**src/rtl/rgd_pkg.sv**
```systemverilog
package rgd_pkg;

  localparam int unsigned WORD_W      = 32;
  localparam int unsigned NUM_MASTERS = 8;
  localparam int unsigned NUM_FULL    = 4;
  localparam int unsigned MSTR_W      = $clog2(NUM_MASTERS);
  localparam int unsigned FIELD_W     = 6;
  localparam int unsigned ID_W        = 8;
  localparam int unsigned SIMPLE_LSB  = NUM_FULL * FIELD_W;
  localparam int unsigned NWORDS      = 4;

  // supervisor mode of a full master field
  typedef enum logic [1:0] {
    SM_RWX  = 2'b00,
    SM_RX   = 2'b01,
    SM_RW   = 2'b10,
    SM_USER = 2'b11
  } sup_mode_e;

  // full master field, top bit first
  typedef struct packed {
    logic      pid_en;
    sup_mode_e smode;
    logic      u_rd;
    logic      u_wr;
    logic      u_ex;
  } full_ctl_t;

  typedef struct packed {
    logic rd;
    logic wr;
    logic ex;
  } rights_t;

  typedef enum logic [1:0] {
    ACC_RD    = 2'b00,
    ACC_WR    = 2'b01,
    ACC_FETCH = 2'b10,
    ACC_FALT  = 2'b11
  } acc_kind_e;

  function automatic rights_t sup_rights(full_ctl_t c);
    rights_t r;
    case (c.smode)
      SM_RWX:  r = 3'b111;
      SM_RX:   r = 3'b101;
      SM_RW:   r = 3'b110;
      default: r = {c.u_rd, c.u_wr, c.u_ex};
    endcase
    return r;
  endfunction

endpackage

```
**src/rtl/rgd_regs.sv**
```systemverilog
module rgd_regs
  import rgd_pkg::*;
#(
  parameter int unsigned REG_AW     = 12,
  parameter int unsigned ADDR_W     = 32,
  parameter int unsigned GRAN_W     = 5,
  parameter int unsigned DESC_BASE  = 32'h400,
  parameter int unsigned ALIAS_BASE = 32'h800,
  parameter int unsigned REGION_ID  = 0
) (
  input  logic                     clk,
  input  logic                     rst,
  input  logic                     reg_we,
  input  logic                     reg_re,
  input  logic [REG_AW-1:0]        reg_addr,
  input  logic [WORD_W-1:0]        reg_wdata,
  output logic [WORD_W-1:0]        reg_rdata,
  output logic [ADDR_W-GRAN_W-1:0] start_q,
  output logic [ADDR_W-GRAN_W-1:0] limit_q,
  output logic [WORD_W-1:0]        acl_q,
  output logic [ID_W-1:0]          pid_q,
  output logic [ID_W-1:0]          pmask_q,
  output logic                     valid_q
);

  localparam int unsigned STRIDE   = NWORDS * 4;
  localparam int unsigned FIRST    = DESC_BASE + STRIDE * REGION_ID;
  localparam int unsigned PID_LSB  = WORD_W - ID_W;
  localparam int unsigned MASK_LSB = WORD_W - 2 * ID_W;

  logic [NWORDS-1:0] sel_w;
  logic              sel_alias;
  logic [WORD_W-1:0] rd_word;

  for (genvar w = 0; w < NWORDS; w++) begin : g_dec
    assign sel_w[w] = (reg_addr == REG_AW'(FIRST + 4 * w));
  end
  assign sel_alias = (reg_addr == REG_AW'(ALIAS_BASE + 4 * REGION_ID));

  always_ff @(posedge clk) begin
    if (rst) begin
      start_q <= '0;
      limit_q <= '0;
      acl_q   <= '0;
      pid_q   <= '0;
      pmask_q <= '0;
      valid_q <= 1'b0;
    end else if (reg_we) begin
      if (sel_w[0]) begin
        start_q <= reg_wdata[ADDR_W-1:GRAN_W];
        valid_q <= 1'b0;
      end
      if (sel_w[1]) begin
        limit_q <= reg_wdata[ADDR_W-1:GRAN_W];
        valid_q <= 1'b0;
      end
      if (sel_w[2] || sel_alias) acl_q <= reg_wdata;
      if (sel_w[2]) valid_q <= 1'b0;
      if (sel_w[3]) begin
        pid_q   <= reg_wdata[PID_LSB +: ID_W];
        pmask_q <= reg_wdata[MASK_LSB +: ID_W];
        valid_q <= reg_wdata[0];
      end
    end
  end

  always_comb begin
    rd_word = '0;
    if (sel_w[0]) rd_word = WORD_W'({start_q, {GRAN_W{1'b0}}});
    if (sel_w[1]) rd_word = WORD_W'({limit_q, {GRAN_W{1'b0}}});
    if (sel_w[2] || sel_alias) rd_word = acl_q;
    if (sel_w[3]) begin
      rd_word[PID_LSB +: ID_W]  = pid_q;
      rd_word[MASK_LSB +: ID_W] = pmask_q;
      rd_word[0]                = valid_q;
    end
  end

  always_ff @(posedge clk) begin
    if (rst)         reg_rdata <= '0;
    else if (reg_re) reg_rdata <= rd_word;
  end

endmodule

```
**src/rtl/rgd_perm.sv**
```systemverilog
module rgd_perm
  import rgd_pkg::*;
(
  input  logic [WORD_W-1:0] acl,
  input  logic [MSTR_W-1:0] acc_master,
  input  logic [1:0]        acc_kind,
  input  logic              acc_super,
  output logic              allow,
  output logic              pid_chk
);

  rights_t                rts [NUM_MASTERS];
  logic [NUM_MASTERS-1:0] pe_v;
  rights_t                sel;

  for (genvar m = 0; m < NUM_MASTERS; m++) begin : g_m
    if (m < NUM_FULL) begin : g_full
      full_ctl_t c;
      rights_t   usr;
      assign c      = full_ctl_t'(acl[m*FIELD_W +: FIELD_W]);
      assign usr    = {c.u_rd, c.u_wr, c.u_ex};
      assign rts[m] = acc_super ? sup_rights(c) : usr;
      assign pe_v[m] = c.pid_en;
    end else begin : g_simple
      localparam int unsigned B = SIMPLE_LSB + 2 * (m - NUM_FULL);
      // fetch shares the read enable
      assign rts[m]  = {acl[B+1], acl[B], acl[B+1]};
      assign pe_v[m] = 1'b0;
    end
  end

  assign sel     = rts[acc_master];
  assign pid_chk = pe_v[acc_master];

  always_comb begin
    case (acc_kind_e'(acc_kind))
      ACC_RD:  allow = sel.rd;
      ACC_WR:  allow = sel.wr;
      default: allow = sel.ex;
    endcase
  end

endmodule

```
**src/rtl/rgd_eval.sv**
```systemverilog
module rgd_eval
  import rgd_pkg::*;
#(
  parameter int unsigned ADDR_W = 32,
  parameter int unsigned GRAN_W = 5
) (
  input  logic                     clk,
  input  logic                     rst,
  input  logic                     acc_valid,
  input  logic [ADDR_W-1:0]        acc_addr,
  input  logic [ID_W-1:0]          acc_pid,
  input  logic [ADDR_W-GRAN_W-1:0] start_q,
  input  logic [ADDR_W-GRAN_W-1:0] limit_q,
  input  logic                     valid_q,
  input  logic [ID_W-1:0]          pid_q,
  input  logic [ID_W-1:0]          pmask_q,
  input  logic                     allow,
  input  logic                     pid_chk,
  output logic                     res_valid,
  output logic                     res_hit,
  output logic                     res_grant,
  output logic                     res_err
);

  logic lo_ok, hi_ok, pid_ok, hit_c;

  assign lo_ok  = acc_addr >= {start_q, {GRAN_W{1'b0}}};
  assign hi_ok  = acc_addr <= {limit_q, {GRAN_W{1'b1}}};
  assign pid_ok = !pid_chk || (((acc_pid ^ pid_q) & ~pmask_q) == '0);
  assign hit_c  = acc_valid && valid_q && lo_ok && hi_ok && pid_ok;

  always_ff @(posedge clk) begin
    if (rst) begin
      res_valid <= 1'b0;
      res_hit   <= 1'b0;
      res_grant <= 1'b0;
      res_err   <= 1'b0;
    end else begin
      res_valid <= acc_valid;
      res_hit   <= hit_c;
      res_grant <= hit_c && allow;
      res_err   <= hit_c && !allow;
    end
  end

endmodule

```
**src/rtl/mpu_region_desc.sv**
```systemverilog
module mpu_region_desc
  import rgd_pkg::*;
#(
  parameter int unsigned REG_AW     = 12,
  parameter int unsigned ADDR_W     = 32,
  parameter int unsigned GRAN_W     = 5,
  parameter int unsigned DESC_BASE  = 32'h400,
  parameter int unsigned ALIAS_BASE = 32'h800,
  parameter int unsigned REGION_ID  = 0
) (
  input  logic                  clk,
  input  logic                  rst,
  input  logic                  reg_we,
  input  logic                  reg_re,
  input  logic [REG_AW-1:0]     reg_addr,
  input  logic [WORD_W-1:0]     reg_wdata,
  output logic [WORD_W-1:0]     reg_rdata,
  input  logic                  acc_valid,
  input  logic [MSTR_W-1:0]     acc_master,
  input  logic [ADDR_W-1:0]     acc_addr,
  input  logic [1:0]            acc_kind,
  input  logic                  acc_super,
  input  logic [ID_W-1:0]       acc_pid,
  output logic                  res_valid,
  output logic                  res_hit,
  output logic                  res_grant,
  output logic                  res_err
);

  logic [ADDR_W-GRAN_W-1:0] start_q, limit_q;
  logic [WORD_W-1:0]        acl_q;
  logic [ID_W-1:0]          pid_q, pmask_q;
  logic                     desc_valid;
  logic                     allow, pid_chk;

  rgd_regs #(
    .REG_AW(REG_AW), .ADDR_W(ADDR_W), .GRAN_W(GRAN_W),
    .DESC_BASE(DESC_BASE), .ALIAS_BASE(ALIAS_BASE), .REGION_ID(REGION_ID)
  ) u_regs (
    .clk(clk), .rst(rst), .reg_we(reg_we), .reg_re(reg_re),
    .reg_addr(reg_addr), .reg_wdata(reg_wdata), .reg_rdata(reg_rdata),
    .start_q(start_q), .limit_q(limit_q), .acl_q(acl_q),
    .pid_q(pid_q), .pmask_q(pmask_q), .valid_q(desc_valid)
  );

  rgd_perm u_perm (
    .acl(acl_q), .acc_master(acc_master), .acc_kind(acc_kind),
    .acc_super(acc_super), .allow(allow), .pid_chk(pid_chk)
  );

  rgd_eval #(.ADDR_W(ADDR_W), .GRAN_W(GRAN_W)) u_eval (
    .clk(clk), .rst(rst), .acc_valid(acc_valid), .acc_addr(acc_addr),
    .acc_pid(acc_pid), .start_q(start_q), .limit_q(limit_q),
    .valid_q(desc_valid), .pid_q(pid_q), .pmask_q(pmask_q),
    .allow(allow), .pid_chk(pid_chk),
    .res_valid(res_valid), .res_hit(res_hit),
    .res_grant(res_grant), .res_err(res_err)
  );

endmodule

```
**config.mk**
```make
export PLATFORM = sky130hd
export DESIGN_NAME = mpu_region_desc
export DESIGN_NICKNAME = d
export VERILOG_FILES = /design/src/rtl/rgd_pkg.sv /design/src/rtl/rgd_regs.sv /design/src/rtl/rgd_perm.sv /design/src/rtl/rgd_eval.sv /design/src/rtl/mpu_region_desc.sv
export SDC_FILE = /design/constraint.sdc
export NUM_CORES = 1
export LEC_CHECK = 0
export BUFFER_PORTS_ARGS = -buffer_cell sky130_fd_sc_hd__buf_2
export CORE_ASPECT_RATIO = 1.5
export CORE_UTILIZATION = 35
export CTS_CLUSTER_DIAMETER = 50
export DETAILED_ROUTE_END_ITERATION = 8
export PLACE_DENSITY_LB_ADDON = 0.25
export SETUP_SLACK_MARGIN = 0.3
export SYNTH_ARGS = -nofsm -noshare
export SYNTH_HDL_FRONTEND = slang
export SYNTH_SLANG_ARGS = --single-unit
```
**constraint.sdc**
```tcl
create_clock -name clk -period 2.4 [get_ports clk]
set_input_delay 0.12 -clock clk [delete_from_list [all_inputs] [get_ports clk]]
set_output_delay 0.12 -clock clk [all_outputs]
set_load 0.005 [all_outputs]
```
==> results.json <==
{
  "syn_avg_cell_area_um2": 8.35,
  "routabilityCongestion": 0.844,
  "vias": 6905,
  "worst_pin_slew_ns": 0.646,
  "die_x_um": 120,
  "fin_util_pct": 46.3,
  "synth_top_cell_by_area": "dfxtp_1",
  "final_cells": 1311,
  "drcViolationCount": 0,
  "first_pass_iters": 6,
  "grt_pass1_vias": 6798,
  "cts_tree": "yes",
  "critPathBufInv": 2,
  "peakVddDrop_mv": 0.453,
  "clock_sinks": 139,
  "synth_nets": 1026,
  "drt_iter0_drc": 496,
  "p_switching_uw": 1340,
  "crit_type": "reg2reg",
  "synthFlopType": "dfxtp_1",
  "synth_area_leaders": "dfxtp_1 (38%), ha_1 (9.2%), nand2_1 (8.8%)",
  "clockBufferDepth": 2,
  "hold_viol": 0,
  "pin_count": 131,
  "rows": 64,
  "slew_headroom_pct": 56.3,
  "synth_cell_types": 56,
  "max-cap-violations": 0,
  "intPower_uw": 4300,
  "routed_via_density": 5.27,
  "clk_latency_ns": 0.42,
  "fin_crit_sh_pct": 86.7,
  "antenna_found_initial": 0,
  "arrival_ns": 2.39,
  "cp_data_required_time_ns": 2.71,
  "wire_per_inst_um": 18.4,
  "synthCells": 877,
  "place_area_um2": 8310,
  "tns_ns": 0,
  "start_util_pct": 35.9,
  "p_clk_share_pct": 49.5,
  "overflow": 0,
  "core_area_um2": 20400,
  "slew_viol_final": 0,
  "worst_slack_ns": 0.319,
  "antenna_left": 0,
  "io_buffers": 130,
  "grt_usage_pct": 22.6,
  "synth-edff-count": 0,
  "fin_nets": 1183,
  "power_density_nw_per_um2": 597,
  "grt_max_degree": 136,
  "area_delta_synth_final_pct": 29.0,
  "cp_max_fo": 3,
  "syn-cell-area_um2": 7320,
  "skew_ns": 0.00742,
  "cts_root_buffer": "clkbuf_16",
  "swShare_pct": 23.8,
  "status": "completed",
  "finalInstanceArea_um2": 9450,
  "post-route-min-period_ns": 2.08,
  "insertedDiodeCount": 0,
  "rsz0062_at_grt": "true",
  "combPwrFrac_pct": 8.9,
  "crit_path_max_incr_delay_ns": 0.36,
  "min_path_type": "in2reg",
  "cp_slowest_cell": "dfxtp_2",
  "yosys_warnings": 0,
  "cp_cell_sequence": "inv_1 -> ha_1 -> nand4_1 -> nor4_4 -> and4_4 -> o31ai_2 -> a32oi_1 -> buf_4 -> nor3_1",
  "die_y_um": 179,
  "routed_wl_mm": 24.2,
  "cts_max_level": 4,
  "drive_above_1_share_pct": 23.3,
  "synth_seq_cells": 139,
  "critical_path.top_delay_family": "simple AND/OR/NAND/NOR gates",
  "pre_cts_ws_ns": 0.110,
  "dp_hpwl_mm": 17.8,
  "power.leakage_uw": 0.00344,
  "setup_viol": 0,
  "numCtsBuffers": 17,
  "synth_top_area_share_pct": 38.0,
  "grt_pass1_wl_mm": 36.5,
  "clkTransAtPathRegs_ns": 0.06,
  "start_kind": "flop",
  "seq_area_frac_synth_pct": 38.0,
  "async_flop_share_pct": 0,
  "endpoint_kind": "flop",
  "dp.cells": 1242,
  "seq_power_share_pct": 41.6,
  "fmaxAchievable_mhz": 481,
  "die_area_um2": 21500
}
what timing repair did:
action | in CTS | in global routing
buffers inserted | 4 | 5
pin swaps | 10 | 8
hold buffers | 28 | 0
hold endpoints to repair | 60 | 0
resized for setup | 22 | 16
setup endpoints to repair | 3 | 3
power groups by stage:
stage | clock network (uW) | registers (uW) | logic (uW)
floorplan | 0 | 2400 | 223
global placement | 0 | 2400 | 441
detailed placement | 0 | 2400 | 446
CTS | 2830 | 2350 | 495
global route | 2930 | 2350 | 557
finish | 2800 | 2350 | 502
worst paths after layout:
check	to	slack, ns	cells after the start	start
hold / removal	u_regs.pmask_q[6]$_SDFFE_PP0P_	0.02	3	reg_wdata[22]
setup reg to reg	u_eval.res_hit$_SDFF_PP0_	0.32	9	u_regs.limit_q[23]$_SDFFE_PP0P_
hold reg to reg	u_regs.reg_rdata[4]$_SDFFE_PP0P_	0.46	2	u_regs.reg_rdata[4]$_SDFFE_PP0P_
setup / recovery	u_eval.res_hit$_SDFF_PP0_	0.32	9	u_regs.limit_q[23]$_SDFFE_PP0P_
registers in the layout, summed over array words and instances, names as in the netlist, 8 cells and up:
signal	cells
u_regs.pmask_q	8
u_regs.limit_q	27
u_regs.pid_q	8
u_regs.start_q	27
u_regs.acl_q	32
u_regs.reg_rdata	32
Yosys cell counts (12+ instances only):
cell type,count
dfxtp_1,139
a21oi_1,103
o22ai_1,12
o21ai_0,13
nand2b_1,16
clkbuf_1,34
ha_1,54
nor2_1,54
nand2_1,171
nand4_1,13
inv_1,63
mux2i_1,27
a222oi_1,15
a211oi_1,24
cell families after synthesis:
family,Yosys count,share of synthesized area [%]
multiplexers,30,4.61
adder cells (fa/ha/maj),54,9.23
AND/OR/NAND/NOR,313,20.0
buffers and inverters,118,7.57
AO/OA/AOI/OAI,215,19.6
flip-flops,139,38.0
XOR/XNOR,8,0.957
tightest hold or removal path: stages:
cell and delay [ns]:
buf_2 0.14, nand2_1 0.07, a21oi_1 0.06
placed cells by master (no fill, tap or decap), types with 5 or more instances in the layout:
| master | count |
|---|---|
| inv_1 | 60 |
| buf_4 | 27 |
| a21o_1 | 6 |
| a22oi_1 | 5 |
| a211oi_1 | 24 |
| mux2i_1 | 27 |
| a311oi_1 | 7 |
| nor4_1 | 6 |
| dfxtp_1 | 127 |
| o22ai_1 | 12 |
| and2_1 | 5 |
| buf_12 | 9 |
| nand2_1 | 171 |
| a21oi_1 | 103 |
| a221oi_1 | 5 |
| a22o_1 | 9 |
| a222oi_1 | 15 |
| nand4_1 | 13 |
| buf_2 | 129 |
| dfxtp_2 | 11 |
| o21ai_0 | 13 |
| nand3_1 | 10 |
| ha_4 | 5 |
| nand2b_1 | 16 |
| clkbuf_16 | 17 |
| nor2b_1 | 6 |
| nor3b_1 | 10 |
| dlygate4sd3_1 | 28 |
| ha_1 | 49 |
| xnor2_1 | 8 |
| nor2_1 | 54 |
per-layer routing:
layer,up-vias,share of wire (%),track usage (%)
li1,3404,-,-
met1,3290,37,22.8
met2,165,56,44.8
met3,46,3.2,2.86
met4,0,3.6,11.0
met5,-,0,0
area by class of cell:
cell class              instances  area, um2
flip-flops and latches        139       2800
clock buffers                  18        429
repair buffers                193       1310
multi-input cells             620       4150
clock inverters                14        195
inverters                      63        236
well taps                     264        330
fillers                      2090      11000
stage by stage:
step	power (uW)	hold slack (ns)
floorplan	2620	0.260
global placement	2840	0.345
detailed placement	2840	0.345
CTS	5670	0.00191
global route	5830	0.00538
finish	5640	0.0157
(Power assumes the default switching activity.)
